### src/rtl/seq_pkg.sv
package seq_pkg;

  // Strobes from the sequencing control into the capture datapath
  typedef struct packed {
    logic shiftEn;  // a serial clock high phase ends at this edge
    logic lastBit;  // this edge captures the final bit of a sample
  } seqStrobe_t;

endpackage

### src/rtl/conv_ctrl.sv
module conv_ctrl
  import seq_pkg::*;
#(
  parameter int LEN_W      = 18,
  parameter int MIN_PERIOD = 42,
  parameter int MAX_LEN    = 209958,
  parameter int PULSE_CYC  = 4,
  parameter int CONV_CYC   = 10,
  parameter int SAMPLE_W   = 16
) (
  input  logic             clk,
  input  logic             rstN,
  input  logic [LEN_W-1:0] periodLen,
  output logic             convOut,
  output logic             sclkOut,
  output seqStrobe_t       strobes
);

  localparam int CNT_W  = $clog2(MIN_PERIOD + MAX_LEN + 1);
  localparam int RD_LEN = 2 * SAMPLE_W;
  localparam int RD_END = CONV_CYC + RD_LEN;

  logic [CNT_W-1:0] phaseCnt;
  logic [CNT_W-1:0] lastPhase;
  logic             armed;
  logic [LEN_W-1:0] clampedLen;
  logic [CNT_W-1:0] nextLast;
  logic [CNT_W-1:0] bitPhase;
  logic             inWindow;

  // Limit the length to the slowest legal rate
  always_comb begin
    if (periodLen > LEN_W'(MAX_LEN)) clampedLen = LEN_W'(MAX_LEN);
    else                             clampedLen = periodLen;
    nextLast = CNT_W'(MIN_PERIOD - 1) + CNT_W'(clampedLen);
  end

  // Period counter; the length is taken over only when a period ends
  always_ff @(posedge clk or negedge rstN) begin
    if (!rstN) begin
      armed     <= 1'b0;
      phaseCnt  <= '0;
      lastPhase <= CNT_W'(MIN_PERIOD - 1);
    end else if (!armed) begin
      armed <= 1'b1;
    end else if (phaseCnt == lastPhase) begin
      phaseCnt  <= '0;
      lastPhase <= nextLast;
    end else begin
      phaseCnt <= phaseCnt + 1'b1;
    end
  end

  always_comb begin
    inWindow = armed && (phaseCnt >= CNT_W'(CONV_CYC)) && (phaseCnt < CNT_W'(RD_END));
    bitPhase = phaseCnt - CNT_W'(CONV_CYC);
    convOut  = armed && (phaseCnt < CNT_W'(PULSE_CYC));
    sclkOut  = inWindow && !bitPhase[0];
    strobes.shiftEn = sclkOut;
    strobes.lastBit = sclkOut && (phaseCnt == CNT_W'(RD_END - 2));
  end

endmodule

### src/rtl/sample_capture.sv
module sample_capture
  import seq_pkg::*;
#(
  parameter int NUM_CH   = 40,
  parameter int SAMPLE_W = 16
) (
  input  logic                       clk,
  input  logic                       rstN,
  input  seqStrobe_t                 strobes,
  input  logic [NUM_CH-1:0]          sdataIn,
  output logic [NUM_CH*SAMPLE_W-1:0] sampleData,
  output logic                       sampleValid
);

  logic [NUM_CH-1:0][SAMPLE_W-1:0] shiftReg;
  logic [NUM_CH-1:0][SAMPLE_W-1:0] capWord;

  // Serial shift per channel, MSB arrives first
  always_ff @(posedge clk or negedge rstN) begin
    if (!rstN) begin
      shiftReg <= '0;
    end else if (strobes.shiftEn) begin
      for (int ch = 0; ch < NUM_CH; ch++)
        shiftReg[ch] <= {shiftReg[ch][SAMPLE_W-2:0], sdataIn[ch]};
    end
  end

  // Whole result set is updated at once with the final bit
  always_ff @(posedge clk or negedge rstN) begin
    if (!rstN) begin
      capWord     <= '0;
      sampleValid <= 1'b0;
    end else begin
      sampleValid <= strobes.lastBit;
      if (strobes.lastBit) begin
        for (int ch = 0; ch < NUM_CH; ch++)
          capWord[ch] <= {shiftReg[ch][SAMPLE_W-2:0], sdataIn[ch]};
      end
    end
  end

  for (genvar gc = 0; gc < NUM_CH; gc++) begin : g_out
    assign sampleData[gc*SAMPLE_W +: SAMPLE_W] = capWord[gc];
  end

endmodule

### src/rtl/adc_conv_sequencer.sv
module adc_conv_sequencer
  import seq_pkg::*;
#(
  parameter int NUM_PKG    = 20,
  parameter int SAMPLE_W   = 16,
  parameter int LEN_W      = 18,
  parameter int MIN_PERIOD = 42,
  parameter int MAX_LEN    = 209958,
  parameter int PULSE_CYC  = 4,
  parameter int CONV_CYC   = 10,
  localparam int NUM_CH    = 2 * NUM_PKG
) (
  input  logic                       clk,
  input  logic                       rstN,
  input  logic [LEN_W-1:0]           periodLen,
  input  logic [NUM_CH-1:0]          sdataIn,
  output logic                       convOut,
  output logic                       sclkOut,
  output logic [NUM_CH*SAMPLE_W-1:0] sampleData,
  output logic                       sampleValid
);

  seqStrobe_t ctrlStrobes;

  conv_ctrl #(
    .LEN_W(LEN_W), .MIN_PERIOD(MIN_PERIOD), .MAX_LEN(MAX_LEN),
    .PULSE_CYC(PULSE_CYC), .CONV_CYC(CONV_CYC), .SAMPLE_W(SAMPLE_W)
  ) u_ctrl (
    .clk(clk), .rstN(rstN), .periodLen(periodLen),
    .convOut(convOut), .sclkOut(sclkOut), .strobes(ctrlStrobes)
  );

  sample_capture #(
    .NUM_CH(NUM_CH), .SAMPLE_W(SAMPLE_W)
  ) u_cap (
    .clk(clk), .rstN(rstN), .strobes(ctrlStrobes), .sdataIn(sdataIn),
    .sampleData(sampleData), .sampleValid(sampleValid)
  );

endmodule

### config.mk
export PLATFORM = sky130hd
export DESIGN_NAME = adc_conv_sequencer
export DESIGN_NICKNAME = d
export VERILOG_FILES = /design/src/rtl/seq_pkg.sv /design/src/rtl/conv_ctrl.sv /design/src/rtl/sample_capture.sv /design/src/rtl/adc_conv_sequencer.sv
export SDC_FILE = /design/constraint.sdc
export NUM_CORES = 2
export LEC_CHECK = 0
export BUFFER_PORTS_ARGS = -buffer_cell sky130_fd_sc_hd__buf_2
export CORE_UTILIZATION = 27
export CTS_BUF_LIST = sky130_fd_sc_hd__clkbuf_8
export DETAILED_ROUTE_END_ITERATION = 10
export GPL_TIMING_DRIVEN = 0
export HOLD_SLACK_MARGIN = 0.02
export PLACE_DENSITY_LB_ADDON = 0.05
export SLEW_MARGIN = 10
export SYNTH_ARGS = -nofsm -noshare
export SYNTH_HDL_FRONTEND = slang
export SYNTH_SLANG_ARGS = --single-unit
export TNS_END_PERCENT = 10
### constraint.sdc
create_clock -name clk -period 6.77 [get_ports clk]
set_clock_uncertainty 0.05 [all_clocks]
set_input_delay 2.031 -clock clk [delete_from_list [all_inputs] [get_ports clk]]
set_output_delay 2.031 -clock clk [all_outputs]
set_load 0.01 [all_outputs]
==> impl_metrics.py <==
metrics = {
    "critical_path": {
        "path_cells": "clkbuf_1 > o21a_1 > nor2_1 > xnor2_1 > nor3b_1 > buf_2",
        "crit_start": "u_ctrl.phaseCnt[3]$_DFFE_PN0P_",
        "path_buf_inv": 2,
        "end_kind": "output port",
        "crit_type": "register to output port",
        "cp_top_family": "buffers and inverters",
        "start_kind": "register",
        "critPathRequiredTime_ps": 4690,
        "worst_path_max_delay_cell": "xnor2_1",
        "crit_arrival_ps": 2780,
        "r2r-start": "u_ctrl.phaseCnt[3]$_DFFE_PN0P_",
        "cp_max_fo": 9,
        "slowest_delay_ps": 490,
    },
    "sta": {
        "min_period_ps": 4860,
        "finalHoldViolCount": 0,
        "rsz0062_at_grt": "no",
        "setup_viol": 0,
        "fin_tns_setup_ps": 0,
        "drv_slew": 0,
        "fmax_mhz": 206,
        "slew_headroom": 0.182,
        "tightestPinTransition_ps": 1230,
        "timing.final.crit_share": 0.718,
    },
    "outcome": {
        "status": "completed",
    },
    "routing": {
        "wl_per_cell_microns": 17.7,
        "detail_route.iter0.violations": 2210,
        "drt.antenna.violating_nets": 0,
        "dr.pass1.iters": 5,
        "vias": 37900,
        "drcViolationCount": 0,
        "wl_microns": 160000,
        "viasPerCell": 4.21,
    },
    "power_and_ir_drop": {
        "pwr-share-clk": 0.379,
        "combinationalPowerShare": 0.125,
        "p_int_mw": 12.8,
        "swShare": 0.310,
        "p_switching_mw": 5.77,
        "total_power_mw": 18.6,
        "power.density_nw_per_um2": 310,
        "irDropWorstVdd_mv": 0.169,
        "power_frac_seq": 0.496,
        "p_leak_nw": 35.6,
    },
    "clock_network": {
        "hold_buffers": 0,
        "cts_buffer_depth": 3,
        "cts_buffers": 234,
        "clk_pin_slew_ps": 60,
        "cts_tree": "yes",
        "cts_resized": 0,
        "clockRootBuffer": "clkbuf_8",
        "clock-sinks": 1278,
        "insertion_delay_ps": 950,
        "cts_setup_buffers": 0,
        "h-tree-depth": 4,
    },
    "synth": {
        "ys_types": 50,
        "ys_ff_latch": 1278,
        "async_flop_share": 1.00,
        "syn_inst": 5520,
        "syn-num-nets": 5583,
        "syn_avg_cell_area_sq_um": 8.85,
        "syn_area_sq_um": 48900,
        "synth_edf_count": 0,
        "ys_seq_area_frac": 0.655,
        "synthFlopType": "dfrtp_1",
        "synth_warnings": 0,
    },
    "placement": {
        "routabilityCongestion": 0.772,
        "port_buffers": 700,
        "dp_hpwl_microns": 112000,
    },
    "global_route": {
        "use_met3": 0.0427,
        "grtUsageMet2": 0.287,
        "grt-busiest-layer": "met2",
        "overflow": 0,
        "grt_pass1_vias": 38300,
        "antenna_found_initial": 9,
        "grt_pass1_wl_microns": 241000,
        "grt_usage": 0.174,
        "grt.met1_usage": 0.216,
        "grt_max_degree": 135,
    },
    "layout": {
        "synthToLayoutAreaGrowth_pct": 22.9,
        "fin_nets": 6530,
        "drive_gt1_frac": 0.175,
        "nFillCells": 19200,
    },
    "die": {
        "fp-row-count": 155,
        "coreArea_sq_um": 179000,
        "fp.dieW_microns": 427,
        "die_area_sq_um": 183000,
        "start_util": 0.273,
        "ios": 703,
        "die_h_microns": 427,
    },
    "run": {
        "maxCapViolations": 0,
    },
    "min_path": {
        "min_from": "u_cap.shiftReg[158]$_DFFE_PN0P_",
        "hold_class": "register to register",
    },
}
power groups by stage:
stage | registers [mW] | clock network [mW] | logic [mW]
floorplan | 9.13 | 0 | 1.48
global placement | 9.36 | 0 | 2.37
detailed placement | 9.35 | 0 | 2.42
CTS | 9.22 | 7.40 | 2.42
global route | 9.34 | 7.73 | 2.73
finish | 9.22 | 7.05 | 2.33
through the flow:
stage | std cells | setup slack (ps) | hold WS, ps | instance area (sq um) | utilization
2_1_floorplan | 5520 | 2270 | 389 | 48900 | -
3_3_place_gp | 8575 | -27860 | 397 | 55300 | 0.309
3_5_place_dp | 8586 | 1350 | 400 | 55600 | 0.311
4_1_cts | 8998 | 1650 | 400 | 60000 | 0.335
5_1_grt | 9002 | 1640 | 425 | 60000 | 0.335
6_report | 9004 | 1910 | 405 | 60000 | 0.335
flip-flops by register name, summed over array words and instances, names as in the netlist:
| name | count |
|---|---|
| u_cap.sampleValid | 1 |
| u_ctrl.armed | 1 |
| u_cap.sampleData | 640 |
| u_cap.shiftReg | 600 |
| u_ctrl.phaseCnt | 18 |
| u_ctrl.lastPhase | 18 |
cell usage after synthesis, drive strengths merged, types with 2 or more instances:
master	n	area, sq um
a211oi	4	30.0
a21oi	5	25.0
a311oi	2	17.5
a31oi	2	12.5
and2	5	31.3
and3	7	43.8
and4	3	26.3
buf	146	935
clkbuf	144	541
dfrtp	1275	31900
dfstp	3	78.8
ha	3	37.5
inv	5	18.8
nand2	3750	14100
nand2b	6	37.5
nand3	12	60.1
nand4	10	62.6
nor2	29	109
nor3	13	70.1
nor4	3	18.8
nor4b	2	17.5
o2111ai	3	26.3
o21a	3	22.5
o21ai	16	80.1
o2bb2ai	3	26.3
o31ai	3	22.5
or4	3	22.5
xnor2	28	245
xor2	14	123
worst reg2reg max path: stages, from the launching register on:
cell and delay, ps:
dfrtp_1 320, clkbuf_1 370, o21a_1 190, nor2_1 40
xnor2_1 260, nand2_1 400, clkbuf_1 910, clkbuf_1 740
nand2_1 110, nand2_1 90
placed cells by master (no fill, tap or decap), types with 7 or more instances in the layout:
cell	netlist	routed
clkbuf_1	144	144
nand2_1	3750	3750
o21ai_0	16	16
nor3_1	12	12
xnor2_1	28	28
clkbuf_8	0	277
buf_2	63	762
clkinv_2	0	15
xor2_1	14	14
buf_4	82	82
inv_1	5	115
nor2_1	29	29
nand3_1	12	12
buf_16	0	11
nand4_1	10	10
and3_1	7	7
dfrtp_1	1275	1275
metal layers:
metal / share of wire / vias up
li1: - / 18700
met1: 0.43 / 18200
met2: 0.48 / 706
met3: 0.052 / 301
met4: 0.041 / 2
met5: 0.000056 / -
logic make-up after synthesis:
logic type                 share of synthesized area
muxes                                       0.000205
adders and majority gates                   0.000768
buffers and inverters                         0.0306
DFF                                            0.655
other                                      0.0000767
and+or+nand+nor                                0.299
AOI/OAI and AO/OA                            0.00689
xor gates and xnor gates                     0.00753
cell type report:
type	count	area, sq um	area share
clock inverters	135	591	0.00983
repair buffers	711	3820	0.0636
clock buffers	277	3810	0.0635
plain buffers	290	1480	0.0246
inverters	5	18.8	0.000313
flip-flops and latches	1278	32000	0.533
diodes	6	15.0	0.000250
multi-input cells	3947	15400	0.256
well taps	2355	2950	0.0491
path summary, 6_finish.rpt:
| path | slack [ps] | depth (start not counted) | to |
|---|---|---|---|
| max | 1910 | 6 | sclkOut |
| min | 400 | 2 | u_cap.sampleData[159]$_DFFE_PN0P_ |
| max reg2reg | 3190 | 9 | u_cap.shiftReg[190]$_DFFE_PN0P_ |
| min reg2reg | 400 | 2 | u_cap.sampleData[159]$_DFFE_PN0P_ |
| max in group asynchronous | 3070 | 5 | u_cap.shiftReg[535]$_DFFE_PN0P_ |
| min in group asynchronous | 940 | 1 | u_ctrl.lastPhase[7]$_DFFE_PN0P_ |
(Power assumes the default switching activity.)
